<file path="src/rtl/qepc_pkg.sv">
package qepc_pkg;
  localparam int ADDR_W = 3;

  typedef enum logic [2:0] {
    IM_NONE  = 3'd0,
    IM_EVERY = 3'd1,
    IM_NEXT  = 3'd2,
    IM_HOME1 = 3'd3,
    IM_HOME2 = 3'd4,
    IM_CMP   = 3'd5,
    IM_MOD   = 3'd6,
    IM_RSVD  = 3'd7
  } init_mode_e;

  typedef struct packed {
    logic [1:0] cmode;
    logic [1:0] imv;
    init_mode_e imode;
    logic       en;
  } ctrl_t;

  localparam logic [ADDR_W-1:0] A_CTRL = 3'd0;
  localparam logic [ADDR_W-1:0] A_POS  = 3'd1;
  localparam logic [ADDR_W-1:0] A_INIT = 3'd2;
  localparam logic [ADDR_W-1:0] A_CMP  = 3'd3;
  localparam logic [ADDR_W-1:0] A_HIGH = 3'd4;
  localparam logic [ADDR_W-1:0] A_LOW  = 3'd5;
  localparam logic [ADDR_W-1:0] A_STAT = 3'd6;
endpackage

</file>
<file path="src/rtl/qepc_decode.sv">
module qepc_decode #(
  parameter int SYNC_STAGES = 2
) (
  input  logic clk,
  input  logic rst_n,
  input  logic a_raw,
  input  logic b_raw,
  input  logic idx_raw,
  input  logic home_raw,
  output logic a_s,
  output logic b_s,
  output logic step_up,
  output logic step_dn,
  output logic bad,
  output logic idx_rise,
  output logic home_rise
);
  localparam int NSIG = 4;

  logic [NSIG-1:0] sync_q [SYNC_STAGES];
  logic [1:0]      ab_prev;
  logic            idx_prev, home_prev;
  logic [1:0]      ab_cur;

  generate
    for (genvar g = 0; g < SYNC_STAGES; g++) begin : g_sync
      always_ff @(posedge clk or negedge rst_n) begin
        if (!rst_n) sync_q[g] <= '0;
        else if (g == 0) sync_q[g] <= {home_raw, idx_raw, b_raw, a_raw};
        else sync_q[g] <= sync_q[(g == 0) ? 0 : g-1];
      end
    end
  endgenerate

  assign a_s    = sync_q[SYNC_STAGES-1][0];
  assign b_s    = sync_q[SYNC_STAGES-1][1];
  assign ab_cur = {a_s, b_s};

  always_ff @(posedge clk or negedge rst_n) begin
    if (!rst_n) begin
      ab_prev   <= 2'b00;
      idx_prev  <= 1'b0;
      home_prev <= 1'b0;
    end else begin
      ab_prev   <= ab_cur;
      idx_prev  <= sync_q[SYNC_STAGES-1][2];
      home_prev <= sync_q[SYNC_STAGES-1][3];
    end
  end

  function automatic logic [1:0] fwd(input logic [1:0] s);
    case (s)
      2'b00:   fwd = 2'b10;
      2'b10:   fwd = 2'b11;
      2'b11:   fwd = 2'b01;
      default: fwd = 2'b00;
    endcase
  endfunction

  assign step_up   = (ab_cur == fwd(ab_prev));
  assign step_dn   = (ab_prev == fwd(ab_cur));
  assign bad       = ((ab_cur ^ ab_prev) == 2'b11);
  assign idx_rise  = sync_q[SYNC_STAGES-1][2] & ~idx_prev;
  assign home_rise = sync_q[SYNC_STAGES-1][3] & ~home_prev;

  // a sample is at most one of up, down or invalid
  p_one_kind_r1: assert property (@(posedge clk) disable iff (!rst_n)
    $onehot0({step_up, step_dn, bad}));
endmodule

</file>
<file path="src/rtl/qepc_event.sv">
module qepc_event
  import qepc_pkg::*;
(
  input  logic       clk,
  input  logic       rst_n,
  input  logic       active,
  input  init_mode_e imode,
  input  logic [1:0] imv,
  input  logic       a_s,
  input  logic       b_s,
  input  logic       idx_rise,
  input  logic       home_rise,
  input  logic       ctrl_wr,
  output logic       ev_clear,
  output logic       ev_load
);
  logic next_armed, home_armed, home_seen;
  logic qual, use_next, use_home;

  assign qual     = active && idx_rise && (imv != 2'b00) && ({b_s, a_s} == imv);
  assign use_next = qual && (imode == IM_NEXT) && next_armed;
  assign use_home = qual && home_armed &&
                    ((imode == IM_HOME1) || ((imode == IM_HOME2) && home_seen));
  assign ev_clear = qual && (imode == IM_EVERY);
  assign ev_load  = use_next || use_home;

  always_ff @(posedge clk or negedge rst_n) begin
    if (!rst_n) begin
      next_armed <= 1'b1;
      home_armed <= 1'b0;
      home_seen  <= 1'b0;
    end else begin
      if (ctrl_wr) next_armed <= 1'b1;
      else if (use_next) next_armed <= 1'b0;

      if (active && home_rise) begin
        home_armed <= 1'b1;
        home_seen  <= 1'b0;
      end else if (use_home) begin
        home_armed <= 1'b0;
        home_seen  <= 1'b0;
      end else if (qual && home_armed && (imode == IM_HOME2)) begin
        home_seen  <= 1'b1;
      end
    end
  end

  // a one-shot preload disarms itself unless control is rewritten
  p_next_once_r6: assert property (@(posedge clk) disable iff (!rst_n)
    (use_next && !ctrl_wr) |=> !next_armed);
  // a home preload needs a home edge since the last one
  p_home_once_r7: assert property (@(posedge clk) disable iff (!rst_n)
    (use_home && !home_rise) |=> !home_armed);
  // events only come from a qualified index edge
  p_ev_from_idx_r4: assert property (@(posedge clk) disable iff (!rst_n)
    (ev_clear || ev_load) |-> (idx_rise && imv != 2'b00));
endmodule

</file>
<file path="src/rtl/qepc_counter.sv">
module qepc_counter
  import qepc_pkg::*;
#(
  parameter int W = 32
) (
  input  logic         clk,
  input  logic         rst_n,
  input  logic         en,
  input  logic         timer,
  input  init_mode_e   imode,
  input  logic         step_up,
  input  logic         step_dn,
  input  logic         ev_clear,
  input  logic         ev_load,
  input  logic [W-1:0] init_val,
  input  logic [W-1:0] cmp_val,
  input  logic [W-1:0] hi,
  input  logic [W-1:0] lo,
  input  logic         pos_wr,
  input  logic [W-1:0] pos_wdata,
  output logic [W-1:0] pos,
  output logic         dir_up
);
  logic [W-1:0] nxt;
  logic         is_mod;

  assign is_mod = (imode == IM_MOD);

  always_comb begin
    nxt = pos;
    if (en) begin
      if (timer)                                nxt = pos + W'(1);
      else if (ev_clear)                        nxt = '0;
      else if (ev_load)                         nxt = init_val;
      else if (imode == IM_CMP && pos == cmp_val) nxt = '0;
      else if (step_up)                         nxt = (is_mod && pos == hi) ? lo : pos + W'(1);
      else if (step_dn)                         nxt = (is_mod && pos == lo) ? hi : pos - W'(1);
    end
    if (pos_wr) nxt = pos_wdata;
  end

  always_ff @(posedge clk or negedge rst_n) begin
    if (!rst_n) begin
      pos    <= '0;
      dir_up <= 1'b0;
    end else begin
      pos <= nxt;
      if (en && !timer && (step_up || step_dn)) dir_up <= step_up;
    end
  end

  logic in_rng;
  assign in_rng = ($signed(pos) >= $signed(lo)) && ($signed(pos) <= $signed(hi));

  // disabled counter holds unless written
  p_hold_off_r3: assert property (@(posedge clk) disable iff (!rst_n)
    (!en && !pos_wr) |=> $stable(pos));
  // a register write wins over everything
  p_wr_wins_r11: assert property (@(posedge clk) disable iff (!rst_n)
    pos_wr |=> (pos == $past(pos_wdata)));
  // timer mode steps by one each clock
  p_timer_inc_r10: assert property (@(posedge clk) disable iff (!rst_n)
    (en && timer && !pos_wr) |=> (pos == $past(pos) + W'(1)));
  // modulo counting stays inside the limits
  p_mod_range_r9: assert property (@(posedge clk) disable iff (!rst_n)
    (en && !timer && is_mod && !pos_wr && !ev_clear && !ev_load && in_rng &&
     ($signed(lo) <= $signed(hi)))
    |=> (in_rng || hi != $past(hi) || lo != $past(lo)));
  // plain quadrature counting moves by at most one
  p_unit_step_r1: assert property (@(posedge clk) disable iff (!rst_n)
    (en && !timer && imode == IM_NONE && !pos_wr)
    |=> (pos == $past(pos) || pos == $past(pos) + W'(1) || pos == $past(pos) - W'(1)));
endmodule

</file>
<file path="src/rtl/qepc_top.sv">
module qepc_top
  import qepc_pkg::*;
#(
  parameter int W           = 32,
  parameter int SYNC_STAGES = 2
) (
  input  logic              clk,
  input  logic              rst_n,
  input  logic              enc_a,
  input  logic              enc_b,
  input  logic              enc_idx,
  input  logic              enc_home,
  input  logic              wr_en,
  input  logic [ADDR_W-1:0] wr_addr,
  input  logic [W-1:0]      wr_data,
  input  logic [ADDR_W-1:0] rd_addr,
  output logic [W-1:0]      rd_data,
  output logic [W-1:0]      pos_out,
  output logic              dir_up,
  output logic              phase_err
);
  localparam int CW = $bits(ctrl_t);

  ctrl_t        ctrl;
  logic [W-1:0] init_r, cmp_r, hi_r, lo_r;
  logic         err_r;
  logic         a_s, b_s, step_up, step_dn, bad, idx_rise, home_rise;
  logic         ev_clear, ev_load, timer, active;
  logic         wr_ctrl, wr_pos, wr_stat;

  assign timer   = ctrl.cmode[1];
  assign active  = ctrl.en && !timer;
  assign wr_ctrl = wr_en && (wr_addr == A_CTRL);
  assign wr_pos  = wr_en && (wr_addr == A_POS);
  assign wr_stat = wr_en && (wr_addr == A_STAT);

  always_ff @(posedge clk or negedge rst_n) begin
    if (!rst_n) begin
      ctrl   <= '0;
      init_r <= '0;
      cmp_r  <= '0;
      hi_r   <= '0;
      lo_r   <= '0;
      err_r  <= 1'b0;
    end else begin
      if (wr_ctrl) ctrl <= ctrl_t'(wr_data[CW-1:0]);
      if (wr_en && wr_addr == A_INIT) init_r <= wr_data;
      if (wr_en && wr_addr == A_CMP)  cmp_r  <= wr_data;
      if (wr_en && wr_addr == A_HIGH) hi_r   <= wr_data;
      if (wr_en && wr_addr == A_LOW)  lo_r   <= wr_data;
      if (wr_stat) err_r <= 1'b0;
      else if (active && bad) err_r <= 1'b1;
    end
  end

  qepc_decode #(.SYNC_STAGES(SYNC_STAGES)) u_dec (
    .clk(clk), .rst_n(rst_n), .a_raw(enc_a), .b_raw(enc_b),
    .idx_raw(enc_idx), .home_raw(enc_home), .a_s(a_s), .b_s(b_s),
    .step_up(step_up), .step_dn(step_dn), .bad(bad),
    .idx_rise(idx_rise), .home_rise(home_rise)
  );

  qepc_event u_evt (
    .clk(clk), .rst_n(rst_n), .active(active), .imode(ctrl.imode),
    .imv(ctrl.imv), .a_s(a_s), .b_s(b_s), .idx_rise(idx_rise),
    .home_rise(home_rise), .ctrl_wr(wr_ctrl),
    .ev_clear(ev_clear), .ev_load(ev_load)
  );

  qepc_counter #(.W(W)) u_cnt (
    .clk(clk), .rst_n(rst_n), .en(ctrl.en), .timer(timer), .imode(ctrl.imode),
    .step_up(step_up), .step_dn(step_dn), .ev_clear(ev_clear), .ev_load(ev_load),
    .init_val(init_r), .cmp_val(cmp_r), .hi(hi_r), .lo(lo_r),
    .pos_wr(wr_pos), .pos_wdata(wr_data), .pos(pos_out), .dir_up(dir_up)
  );

  assign phase_err = err_r;

  always_comb begin
    case (rd_addr)
      A_CTRL:  rd_data = W'(ctrl);
      A_POS:   rd_data = pos_out;
      A_INIT:  rd_data = init_r;
      A_CMP:   rd_data = cmp_r;
      A_HIGH:  rd_data = hi_r;
      A_LOW:   rd_data = lo_r;
      A_STAT:  rd_data = W'({dir_up, err_r});
      default: rd_data = '0;
    endcase
  end

  // error flag is sticky until a status write
  p_err_sticky_r2: assert property (@(posedge clk) disable iff (!rst_n)
    (err_r && !wr_stat) |=> err_r);
  // an invalid sample never moves a non-timer count
  p_bad_holds_r2: assert property (@(posedge clk) disable iff (!rst_n)
    (active && bad && !wr_pos && !ev_clear && !ev_load && ctrl.imode != IM_CMP) |=> $stable(pos_out));
endmodule

</file>
<file path="config.mk">
export PLATFORM = sky130hd
export DESIGN_NAME = qepc_top
export DESIGN_NICKNAME = d
export VERILOG_FILES = /design/src/rtl/qepc_pkg.sv /design/src/rtl/qepc_decode.sv /design/src/rtl/qepc_event.sv /design/src/rtl/qepc_counter.sv /design/src/rtl/qepc_top.sv
export SDC_FILE = /design/constraint.sdc
export NUM_CORES = 1
export LEC_CHECK = 0
export ABC_AREA = 1
export BUFFER_PORTS_ARGS = -buffer_cell sky130_fd_sc_hd__buf_2
export CAP_MARGIN = 20
export CORE_AREA = 2 2 167 234
export CTS_BUF_LIST = sky130_fd_sc_hd__clkbuf_16
export DETAILED_ROUTE_END_ITERATION = 10
export DIE_AREA = 0 0 169 236
export SETUP_SLACK_MARGIN = 0.02
export SYNTH_ARGS = -nofsm -noshare
export SYNTH_HDL_FRONTEND = slang
export SYNTH_HIERARCHICAL = 1
export SYNTH_SLANG_ARGS = --single-unit
</file>
<file path="constraint.sdc">
create_clock -name clk -period 2 [get_ports clk]
set_input_delay 0.4 -clock clk [delete_from_list [all_inputs] [get_ports clk]]
set_output_delay 0.4 -clock clk [all_outputs]
set_load 0.02 [all_outputs]
</file>
* Yosys cells after proc, flatten, opt, wreduce, memory -nomap -nowiden
Cells that the tools add are included.
Storage, ports and cells: bits of input ports 45, bits in latches 0, memories kept 0, word-level logic and storage cells 117, RAM bits 0, register bits 185, memory bits (read-only) 0, output and inout bits 66
Operators by class: divide/modulo/power cells 0, equal/unequal tests 29, reduce and logical (&&, ||, !) cells 40, order comparisons 0, multiplexer cells 22, shift-type cells 0, bitwise gates (word level) 5, multiply operators 0, add/subtract/negate cells 2
Operators by type and width (count):
- two-way mux 32 bit | 10
- one-hot mux 32 bit (7 select lines) | 1
- equality test 32 bit | 3
- adder 32 x 1 -> 32 bit (second input constant) | 1
- subtractor 32 x 1 -> 32 bit (second input constant) | 1
- equality test 3 bit (second input constant) | 9
- logical AND 1 bit | 24
- equality test 3 x 2 -> 1 bit (second input constant) | 6
- one-hot mux 2 bit (3 select lines) | 2
- equality test 2 bit (second input constant) | 5
- nonzero test 2 bit | 5
- equality test 3 x 1 -> 1 bit (second input constant) | 3
- two-way mux 1 bit | 9
- nonzero test 7 bit | 1
- equality test 2 bit | 3
- logical NOT 3 bit | 2
- logical NOT 2 bit | 2
- logical OR 1 bit | 3
- nonzero test 3 bit | 1
- AND 1 bit | 2
- inverter 1 bit | 2
- AND reduction 2 bit | 1
- XOR 2 bit | 1
- logical NOT 1 bit | 1

* Depth between registers and ports, before layout
depth in word-level cells 13, gate-level depth with buffers 20, gate-level depth less buffers 17

* By module
Netlist, hierarchy kept.
Modules (own cells, without submodules):
- qepc_counter | sequential area each 825.8 sq um, instances 1, cells an instance 1485, area each 7513.5 sq um
- qepc_top | sequential area each 3428.3 sq um, instances 1, cells an instance 934, area each 7105.6 sq um
- qepc_decode | sequential area each 300.3 sq um, instances 1, cells an instance 41, area each 409.1 sq um
- qepc_event | sequential area each 76.3 sq um, instances 1, cells an instance 44, area each 251.5 sq um

* Worst setup path before layout
No wires, ideal clock.
kind reg2reg, from reg u_cnt.pos[0], to reg u_cnt.pos[24], clock period less this slack 2106 ps, library setup time 116 ps, stages on the path, launching flop included 17, buffers on the path 0, arrival 1989 ps, data required time 1884 ps, slack -106 ps, cell sequence dfrtp_1 > inv_2 > ha_1 > inv_1 > nor2_1 > nand2_1 > nor2_1 > nand2_1 > xor2_1 > nand2_1 > nand3_1 > nand3_1 > nand2_1 > nand2_1 > nand2_1 > nand2_1 > nand2_1
On the way: longest elaborated chain between the ends 11, elaborated cells between the ends (all ways) 20, classes of those cells add/sub: 2; eq/ne: 3; mux: 10; reduce/logical: 5
Ends and longest elaborated chain:
- start, declared | RTL line qepc_counter.sv:21 | output logic [W-1:0] pos,
- start signal, assigned | RTL line qepc_counter.sv:47 | pos <= nxt;
- parallel branches: the longest is 11 deep, another holds subtractor 32 x 1 -> 32 bit
Several ways; the timed one is not identified. The select of a mux whose other input is x is not followed. A chain may end at the register's enable or synchronous reset.

* Worst setup path in the final report
from reg u_cnt.pos[3], to reg u_cnt.pos[31]
The elaborated chain is that of the path after synthesis.

==> results.md <==
- Fillers: 3,745
- Clk_lat worst skew: 480 ps
- Layout Cells excl Fill: 3,515
- Initial Util: 40.1%
- FF+latch count, synth: 185
- RSZ-0062 raised after global routing: true
- Crit path max-delay family: simple AND/OR/NAND/NOR gates
- Finish-stage setup viols: 32
- Synth Area per Inst: 6.10 µm²
- Register area share after synthesis: 30.3%
- Congestion Overflow GR: 0
- # DRC: 0
- Leading cell type in the layout, fill and taps excluded: nand2_1
- R2R Setup Slk: -380 ps
- Pre-CTS WS: -556 ps
- Setup Skew: 20.7 ps
- GPL Wtd Cong: 1.02
- Area growth, synth to finish: 45.1%
- Sum of negative setup slack: -9710 ps
- Worst vdd ir: 0.731 mV
- Clk slew on worst S/H paths: 90 ps
- Tmin final: 2380 ps
- Layout cells sized above 1: 32.4%
- Ys async rst share: 100%
- CP max FO: 8
- Hpwl dp: 50,100 µm
- I/O Buffers: 110
- Tightest Pin Transition: 849 ps
- Slew Viols, Final: 0
- Max-cap violation count: 0
- Most frequent cells in the layout: 849 x nand2_1, 447 x buf_4, 270 x inv_1
- # nets final: 3,071
- WHS Path Cells: 1
- DIE WIDTH: 169 µm
- Boundary Pins: 111
- Startpoint types: flop
- Critical path class: flop to flop
- Reg2reg path depth: 17
- Post-synth EDFFs: 0
- Slowest cell delay on critical path: 450 ps
- CP most frequent cell: nand2_2
- Crit path cell chain: buf_4 > xnor2_4 > nand2_2 > buf_4 > nor2_4 > nand2_2 > nor2_4 > buf_6 > buf_16 > nand3_1 > nand3_1 > nand3_2 > nand2_2 > nand2_2 > nand2_2 > nand2_1 > nand2_1
- Largest area contributor in the netlist: dfrtp_1
- Worst reg2reg path endpoint: u_cnt/pos[31]
- # rows: 85
- Post-synthesis instance area: 0.0153 mm²
- Total Routing Usage GR: 35.4%
- # diodes: 0
- Routed wire length: 70,700 µm
- Antenna violations before repair: 0
- Pwr/cell area: 1190 mW/mm²
- Routed len/inst: 20.1 µm
- Placed cells: 3,417
- Syn nets: 2,551
- Die Y-Extent: 236 µm
- Worst path arrival time: 2780 ps
- Via count: 18,747
- First-pass GRT wire length: 107,000 µm
- Max_slew headroom: 43.1%
- Min Hold Slack: 23.3 ps
- Vias in the first global route: 18,470
- Ys Warns: 6
- Critical path's slowest cell: dfrtp_2
- Root buf cell: clkbuf_16
- HP Start: enc_b
- H-tree levels: 4
- Synth top area share: 30.1%
- Pin count of the biggest net entering global routing: 71
- Type of the worst min-delay path: input port to flop
- Violated checks: setup timing
- CP Capture Type: flop
- Part of the cycle the worst path needs: 119%
- Routed vias/inst: 5.33
- FF-to-FF Start: u_cnt/pos[3]
- Fmax: 421 MHz
- Fin. Hold Viols: 0
- CTS tree: yes
- Leak: 11.7 nW
- Final instance area: 0.0222 mm²
- Post-place instance area: 0.0196 mm²
- Clock sinks: 185
- Crit path required time: 2410 ps
- Bufs and invs on worst path: 4
- Post-synthesis cell type count: 43
- Final setup margin: -376 ps
- Die ar.: 0.0399 mm²
- Post-DRT Antenna Nets: 0
- Gate Count Post-Synth: 2,504
- Status: complete, but fails checks
- Number of CTS-inserted buffers: 17
- Hold EP: u_dec/sync_q[5]
- Core Area: 0.0381 mm²
- Prevailing post-synth register cell: dfrtp_1
- Crit path depth: 17
- Initial DRC count: 1,401
- Detailed Routing Iterations Pass 1: 6
- Main area contributors after synthesis: dfrtp_1 30%, nand2_1 22%, nand3_1 7.5%, nor2_1 7.1%, inv_1 6.9%
- Longest Clk Path Bufs: 2
-- worst reg2reg max path, delay by kind of cell, from the launching register on --
| kind | cells | cell delay (ps) |
|---|---|---|
| simple gates | 12 | 1060 |
| buf+inv | 4 | 590 |
| flops | 1 | 450 |
| xor+xnor | 1 | 220 |
-- logic make-up after synthesis --
group / after synthesis / synth area share, %
AND/OR/NAND/NOR: 1586 / 44.1
buffers and inverters: 454 / 13.0
AO/OA/AOI/OAI: 190 / 7.50
flip-flops: 185 / 30.3
XOR/XNOR: 87 / 4.99
adder cells (fa/ha/maj): 2 / 0.164
-- stage by stage --
step,utilization [%],total power (W)
floorplan,-,0.0129
global placement,51.6,0.0202
detailed placement,51.6,0.0203
CTS,56.6,0.0255
global route,58.2,0.0280
finish,58.2,0.0264
-- where the power goes --
group | internal [W] | switching [W]
Clock | 0.00181 | 0.00184
Combinational | 0.00783 | 0.00909
Sequential | 0.00466 | 0.00118
Total | 0.0143 | 0.0121
-- synth_stat cells (4+ instances only) --
cell      instances
nand3_1         230
inv_2            25
a21oi_1          10
dfrtp_1         184
nand4_1         126
o21ai_0         121
a31oi_1           7
nor2_4            4
xor2_1           47
buf_2            54
o211ai_2          8
nor2_2           13
and2_1            5
clkbuf_1         50
buf_6            19
o21ai_1          10
nor2_1          288
inv_1           280
o21ai_2          29
nor3_1           15
nand2_2           8
nand2_1         885
buf_1             6
xnor2_1          40
buf_4            17
-- flip-flops by register name, summed over array words and instances (netlist names), 2 cells and up --
register	cells
cmp_r	32
ctrl	8
hi_r	32
init_r	32
lo_r	32
u_cnt/pos	32
u_dec/ab_prev	2
u_dec/sync_q	6
-- metal layers --
layer	vias up	wire (µm)	global-route usage (%)
li1	8887	-	-
met1	8858	27200	41.9
met2	768	35400	63.5
met3	234	3990	4.11
met4	0	4070	16.2
met5	-	0	0
-- timing repair --
| item | 4_1_cts | 5_1_grt |
|---|---|---|
| gates cloned | 11 | 1 |
| endpoints found under the setup margin | 39 | 46 |
| pin swaps | 18 | 66 |
| endpoints found under the hold margin | 37 | 0 |
| hold buffers | 3 | 0 |
| resized for setup | 177 | 133 |
| buffers inserted | 34 | 20 |
-- worst max-delay path by stage --
| stage | startpoint | end | slack (ps) |
|---|---|---|---|
| 3_3_place_gp | u_cnt/pos[5] | u_cnt/pos[31] | -530 |
| 4_1_cts | u_cnt/pos[25] | u_cnt/pos[19] | -280 |
| 2_1_floorplan | u_cnt/pos[28] | u_cnt/pos[1] | 20 |
| 3_5_place_dp | u_cnt/pos[5] | u_cnt/pos[3] | -560 |
| 5_1_grt | u_cnt/pos[8] | u_cnt/pos[31] | -430 |
| 6_report | u_cnt/pos[3] | u_cnt/pos[31] | -380 |
-- final cells by class --
type / instances / area, µm² / share of cell area [%]
flip-flops and latches: 185 / 4670 / 21.1
clock buffers: 17 / 425 / 1.92
multi-input cells: 1865 / 9520 / 42.9
repair buffers: 647 / 5590 / 25.2
clock inverters: 15 / 198 / 0.892
inverters: 308 / 1170 / 5.27
well taps: 478 / 598 / 2.70
(Power assumes the default switching activity.)
